--- config.mk ---
export PLATFORM = sky130hd
export DESIGN_NAME = bitstream_reader
export DESIGN_NICKNAME = d
export VERILOG_FILES = /design/src/rtl/bsr_pkg.sv /design/src/rtl/bsr_ptr.sv /design/src/rtl/bsr_fetch.sv /design/src/rtl/bitstream_reader.sv
export SDC_FILE = /design/constraint.sdc
export NUM_CORES = 1
export LEC_CHECK = 0
export BUFFER_PORTS_ARGS = -buffer_cell sky130_fd_sc_hd__buf_2
export CAP_MARGIN = 20
export CORE_ASPECT_RATIO = 0.9
export CORE_MARGIN = 5
export CORE_UTILIZATION = 63
export CTS_BUF_LIST = sky130_fd_sc_hd__clkbuf_16
export CTS_CLUSTER_SIZE = 28
export DETAILED_ROUTE_END_ITERATION = 10
export PLACE_DENSITY = 0.86
export RECOVER_POWER = 100
export SLEW_MARGIN = 20
export SYNTH_ARGS = -nofsm -noshare
export SYNTH_HDL_FRONTEND = slang
export SYNTH_SLANG_ARGS = --single-unit
--- constraint.sdc ---
create_clock -name clk -period 8.6 [get_ports clk]
set_clock_uncertainty 0.2 [all_clocks]
set_input_delay 1.72 -clock clk [delete_from_list [all_inputs] [get_ports clk]]
set_output_delay 1.72 -clock clk [all_outputs]
set_load 0.01 [all_outputs]
--- src/rtl/bsr_pkg.sv ---
package bsr_pkg;
    localparam int OFF_W     = 3;
    localparam int LEN_W     = 5;
    localparam int WIN_BYTES = 3;
    localparam int WIN_W     = 16;

    typedef enum logic [2:0] {
        SEL_ADR_LO  = 3'd0,
        SEL_ADR_MID = 3'd1,
        SEL_ADR_HI  = 3'd2,
        SEL_STEP    = 3'd3,
        SEL_WIN_LO  = 3'd4,
        SEL_WIN_HI  = 3'd5
    } reg_sel_e;

    typedef struct packed {
        logic             auto_mode;
        logic [LEN_W-1:0] len;
    } step_cfg_t;

    typedef struct packed {
        logic [1:0]       byte_inc;
        logic [OFF_W-1:0] off;
    } step_res_t;

    function automatic step_cfg_t decode_step(input logic [7:0] d);
        step_cfg_t c;
        c.auto_mode = d[7];
        c.len       = (d[3:0] == 4'd0) ? LEN_W'(16) : {1'b0, d[3:0]};
        return c;
    endfunction

    function automatic step_res_t step_calc(input logic [OFF_W-1:0] off,
                                            input logic [LEN_W-1:0] len);
        logic [LEN_W-1:0] s;
        step_res_t r;
        s          = {2'b00, off} + len;
        r.byte_inc = s[4:3];
        r.off      = s[2:0];
        return r;
    endfunction

    function automatic logic [WIN_W-1:0] window_of(input logic [WIN_BYTES*8-1:0] b,
                                                  input logic [OFF_W-1:0] off);
        logic [WIN_BYTES*8-1:0] sh;
        sh = b >> off;
        return sh[WIN_W-1:0];
    endfunction
endpackage

--- src/rtl/bsr_ptr.sv ---
module bsr_ptr
    import bsr_pkg::*;
#(
    parameter int ADDR_W = 24
) (
    input  logic                clk,
    input  logic                rst,
    input  logic                wr,
    input  logic                rd,
    input  logic [2:0]          sel,
    input  logic [7:0]          wdata,
    output logic [ADDR_W-1:0]   base,
    output logic [OFF_W-1:0]    off,
    output logic                upd
);
    step_cfg_t        cfg, new_cfg;
    logic             step_now;
    logic [LEN_W-1:0] use_len;
    step_res_t        res;
    logic             adr_wr;

    always_comb begin
        new_cfg  = decode_step(wdata);
        step_now = 1'b0;
        use_len  = cfg.len;
        if (wr && sel == SEL_STEP && !new_cfg.auto_mode) begin
            step_now = 1'b1;
            use_len  = new_cfg.len;
        end else if (!wr && rd && sel == SEL_WIN_HI && cfg.auto_mode) begin
            step_now = 1'b1;
        end
        res    = step_calc(off, use_len);
        adr_wr = wr && (sel == SEL_ADR_LO || sel == SEL_ADR_MID || sel == SEL_ADR_HI);
        upd    = adr_wr || step_now;
    end

    always_ff @(posedge clk) begin
        if (rst) begin
            base          <= '0;
            off           <= '0;
            cfg.auto_mode <= 1'b0;
            cfg.len       <= LEN_W'(16);
        end else begin
            if (wr) begin
                case (sel)
                    SEL_ADR_LO:  base[7:0]  <= wdata;
                    SEL_ADR_MID: base[15:8] <= wdata;
                    SEL_ADR_HI: begin
                        base[ADDR_W-1:16] <= wdata[ADDR_W-17:0];
                        off               <= '0;
                    end
                    SEL_STEP:    cfg <= new_cfg;
                    default: ;
                endcase
            end
            if (step_now) begin
                base <= base + ADDR_W'(res.byte_inc);
                off  <= res.off;
            end
        end
    end


    top_clears_off_chk: assert property (@(posedge clk) disable iff (rst)
        (wr && sel == SEL_ADR_HI) |=> (off == '0));


    lo_read_keeps_ptr_chk: assert property (@(posedge clk) disable iff (rst)
        (rd && !wr && sel == SEL_WIN_LO) |=> ($stable(base) && $stable(off)));


    adv_bounded_chk: assert property (@(posedge clk) disable iff (rst)
        step_now |=> (ADDR_W'(base - $past(base)) <= ADDR_W'(2)));
endmodule

--- src/rtl/bsr_fetch.sv ---
module bsr_fetch
    import bsr_pkg::*;
#(
    parameter int ADDR_W = 24
) (
    input  logic                     clk,
    input  logic                     rst,
    input  logic                     restart,
    input  logic [ADDR_W-1:0]        base,
    output logic                     mem_req,
    output logic [ADDR_W-1:0]        mem_addr,
    input  logic                     mem_valid,
    input  logic [7:0]               mem_rdata,
    output logic [WIN_BYTES*8-1:0]   win_bytes,
    output logic                     ready
);
    localparam int IDX_W = $clog2(WIN_BYTES);
    localparam int LAST  = WIN_BYTES - 1;

    logic             busy;
    logic [IDX_W-1:0] idx;
    logic             take;

    assign mem_req  = busy;
    assign mem_addr = base + ADDR_W'(idx);
    assign ready    = !busy;
    assign take     = busy && mem_valid && !restart;

    always_ff @(posedge clk) begin
        if (rst || restart) begin
            busy <= 1'b1;
            idx  <= '0;
        end else if (take) begin
            if (idx == IDX_W'(LAST)) busy <= 1'b0;
            else                     idx  <= idx + 1'b1;
        end
    end

    for (genvar g = 0; g < WIN_BYTES; g++) begin : g_store
        logic [7:0] slot;
        always_ff @(posedge clk) begin
            if (rst)                             slot <= '0;
            else if (take && idx == IDX_W'(g))   slot <= mem_rdata;
        end
        assign win_bytes[g*8 +: 8] = slot;
    end


    req_hold_chk: assert property (@(posedge clk) disable iff (rst)
        (mem_req && !mem_valid && !restart) |=> (mem_req && $stable(mem_addr)));


    rise_after_valid_chk: assert property (@(posedge clk) disable iff (rst)
        $rose(ready) |-> $past(mem_valid));


    restart_drop_chk: assert property (@(posedge clk) disable iff (rst)
        restart |=> !ready);
endmodule

--- src/rtl/bitstream_reader.sv ---
module bitstream_reader
    import bsr_pkg::*;
#(
    parameter int ADDR_W = 24
) (
    input  logic              clk,
    input  logic              rst,
    input  logic              acc_wr,
    input  logic              acc_rd,
    input  logic [2:0]        acc_sel,
    input  logic [7:0]        acc_wdata,
    output logic [7:0]        acc_rdata,
    output logic              win_ready,
    output logic              mem_req,
    output logic [ADDR_W-1:0] mem_addr,
    input  logic              mem_valid,
    input  logic [7:0]        mem_rdata
);
    logic [ADDR_W-1:0]      base;
    logic [OFF_W-1:0]       off;
    logic                   upd;
    logic [WIN_BYTES*8-1:0] win_bytes;
    logic [WIN_W-1:0]       window;

    bsr_ptr #(.ADDR_W(ADDR_W)) u_ptr (
        .clk(clk), .rst(rst), .wr(acc_wr), .rd(acc_rd), .sel(acc_sel),
        .wdata(acc_wdata), .base(base), .off(off), .upd(upd)
    );

    bsr_fetch #(.ADDR_W(ADDR_W)) u_fetch (
        .clk(clk), .rst(rst), .restart(upd), .base(base),
        .mem_req(mem_req), .mem_addr(mem_addr), .mem_valid(mem_valid),
        .mem_rdata(mem_rdata), .win_bytes(win_bytes), .ready(win_ready)
    );

    assign window = window_of(win_bytes, off);

    always_comb begin
        case (acc_sel)
            SEL_WIN_LO: acc_rdata = window[7:0];
            SEL_WIN_HI: acc_rdata = window[15:8];
            default:    acc_rdata = 8'h00;
        endcase
    end


    reset_fetch_chk: assert property (@(posedge clk)
        $past(rst) |-> (mem_req && !win_ready));
endmodule

==> reports/metrics.yaml <==
status:
  status: "finished clean"
sta:
  relSlewSlack_pct: 18.0
  fin_crit_sh_pct: 82.9
  max_freq_ghz: 0.140
  fin_crit_ns: 7.13
  drv_slew: 0
  hold_ws_ns: 0.260
  setup_viol: 0
  tns_ns: 0
  hold_violations: 0
  rsz0062_at_grt: "false"
  worstMarginPinSlew_ns: 1.23
clocking:
  cts_tree: "done"
  root_buffer: "clkbuf_16"
  post_cts_buffers: 0
  clockBufferDepth: 2
  cts_resized: 0
  htreeDepth: 3
  hold_buffers: 0
  insertion_delay_ns: 0.33
  numCtsBuffers: 9
  clock-sinks: 59
  clk_pin_slew_ns: 0.05
placement:
  dp_hpwl_mm: 7.97
  numPortBuffers: 57
  gp_congestion: 0.931
  dp.cells: 610
critical_path:
  cp-end-kind: "register"
  worstPathRequired_ns: 8.57
  reg2reg_slack_ns: 4.60
  critPathMaxFanout: 28
  critical_path_class: "primary input to register"
  rr_worst_depth: 14
  crit_path_start_kind: "primary input"
  worstPathArrival_ns: 7.10
synthesis:
  ys_seq_area_share_pct: 28.6
  synth_cell_types: 54
  synth_warnings: 0
  ys_ff_latch: 59
  ys_dominant_reg_cell: "dfxtp_1"
  synth_top_area_share_pct: 28.6
  synthTopCellsByArea: "dfxtp_1, mux2i_1, nor2_1"
  avgSynthCellArea_um2: 8.39
  netlist_area_um2: 4140
  synth_top_cell_by_area: "dfxtp_1"
  synth_edf_count: 0
  netlist_instances: 493
  syn_nets: 530
  async_flop_share_pct: 0
layout:
  syn_to_final_growth_pct: 11.3
  fin_cells: 626
  diodes: 0
  layout-drive-gt1-share_pct: 11.9
  fin_util_pct: 71.0
  nets: 568
  fillers: 514
floorplan:
  die_h_um: 86.9
  die_area_um2: 8290
  dieWidth_um: 95.4
  coreArea_um2: 6480
  start_util_pct: 63.8
  num_rows: 28
  ios: 58
route:
  post_drt_via_cell_ratio: 6.37
  drt_iter0_markers: 467
  first_pass_iters: 6
  drcViolationCount: 0
  routed_wl_mm: 11.4
  vias: 3990
  wire_per_inst_um: 18.2
  ant_nets: 0
global_route:
  grt_max_degree: 56
  grt_usage_pct: 28.3
  grt_pass1_vias: 3819
  antenna_found_initial: 0
  grt_pass1_wl_mm: 18.4
  gr-total-overflow: 0
pwr:
  ir_drop_uv: 122
  finalPower_w: 0.000731
  p_per_area_nw_per_um2: 159
  cellLeakagePower_nw: 1.79
run:
  max_cap_viol_count: 0
min_path:
  min_path_cells: 2
  hp-class: "register to register"
==> worst max-delay path, cell delays in order <==
cell      delay (ns)
clkbuf_1        0.88
nand4b_1        0.51
nor2_1          0.52
mux2_2          0.39
ha_1            0.21
fa_1            0.41
a21o_1          0.21
nand2_1         0.08
xnor2_1         0.12
nor2_1          0.06
a21oi_1         0.33
ha_1            0.26
a21oi_1         0.08
nor4_1          0.83
nand4_1         0.21
xor2_1          0.18
o22ai_1         0.09
==> power by group <==
part	switching [W]	total, W	leakage [nW]	internal (W)
registers	0.0000130	0.000296	0.479	0.000283
clock network	0.000134	0.000357	0.140	0.000223
logic	0.0000461	0.0000787	1.17	0.0000325
==> through the flow <==
stage          worst slack (ns)  instance area (µm²)
6_report                   1.47                 4600
5_1_grt                    1.09                 4600
4_1_cts                    2.51                 4700
3_5_place_dp               2.28                 4400
3_3_place_gp               2.53                 4400
2_1_floorplan              3.21                 4140
==> state kept, by name, indices dropped and copies added (netlist names) <==
signal,flops
u_ptr.base,24
u_fetch.g_store.slot,23
u_ptr.cfg,6
u_ptr.off,3
u_fetch.idx,2
u_fetch.mem_req,1
==> synthesized netlist by cell type (all sizes together) (2+ instances only) <==
| library cell | instances |
|---|---|
| inv | 9 |
| nor2 | 67 |
| nand2b | 6 |
| nor3 | 10 |
| a2bb2oi | 3 |
| nand3 | 21 |
| nor4 | 8 |
| a21oi | 39 |
| nor2b | 5 |
| a32oi | 3 |
| a21o | 4 |
| xor2 | 17 |
| a311oi | 2 |
| o31a | 2 |
| and2 | 2 |
| buf | 19 |
| o22ai | 6 |
| and3 | 4 |
| a211oi | 16 |
| nand4b | 2 |
| o211ai | 2 |
| nand3b | 2 |
| ha | 10 |
| clkbuf | 14 |
| nand4 | 12 |
| nand2 | 46 |
| o21ai | 8 |
| xnor2 | 15 |
| fa | 3 |
| mux2 | 10 |
| dfxtp | 59 |
| or3 | 6 |
| mux2i | 38 |
| mux4 | 11 |
==> routing by layer <==
metal	share of wire [%]	track usage, %
met3	10	7.35
met1	40	37.5
met2	47	44.9
met4	2.9	9.56
met5	0	0
==> worst paths after layout <==
kind                      from              to
setup / recovery    acc_sel[0]  u_ptr.base[17]
hold / removal    u_ptr.cfg[0]    u_ptr.cfg[0]
setup reg to reg  u_ptr.off[0]  u_ptr.base[17]
hold reg to reg   u_ptr.cfg[0]    u_ptr.cfg[0]
==> cell usage in the layout, fill, tap and decap left out, drive strengths merged, types with 3 or more instances in the layout <==
cell type,netlist,routed
mux4,11,11
buf,19,25
inv,9,10
mux2i,38,38
o22ai,6,6
xor2,17,17
o21ai,8,8
or3,6,6
mux2,10,10
nand2b,6,6
a32oi,3,3
a21o,4,4
nor3,10,10
dfxtp,59,59
fa,3,3
a211oi,16,16
a2bb2oi,3,3
ha,10,10
nor2b,5,5
a21oi,39,39
clkinv,0,3
and3,4,4
clkbuf,14,44
nand3,21,21
nor2,67,67
nand4,12,12
nor4,8,8
nand2,46,46
xnor2,15,15
==> cell families after synthesis <==
logic type	Yosys count	share of synthesized area, %
compound gates	95	14.7
fa+ha+maj	13	4.48
flops	59	28.6
mux	59	17.9
buf+inv	42	4.54
xor+xnor	32	6.78
simple gates	193	23.0
==> layout make-up <==
type / count / area, µm² / share of cell area (%)
multi-input cells: 392 / 2720 / 59.0
flip-flops and latches: 59 / 1180 / 25.7
inverters: 9 / 33.8 / 0.734
clock inverters: 7 / 70.1 / 1.52
well taps: 90 / 113 / 2.45
repair buffers: 60 / 262 / 5.68
clock buffers: 9 / 225 / 4.89
No activity file was read; power rests on OpenSTA's default activity.
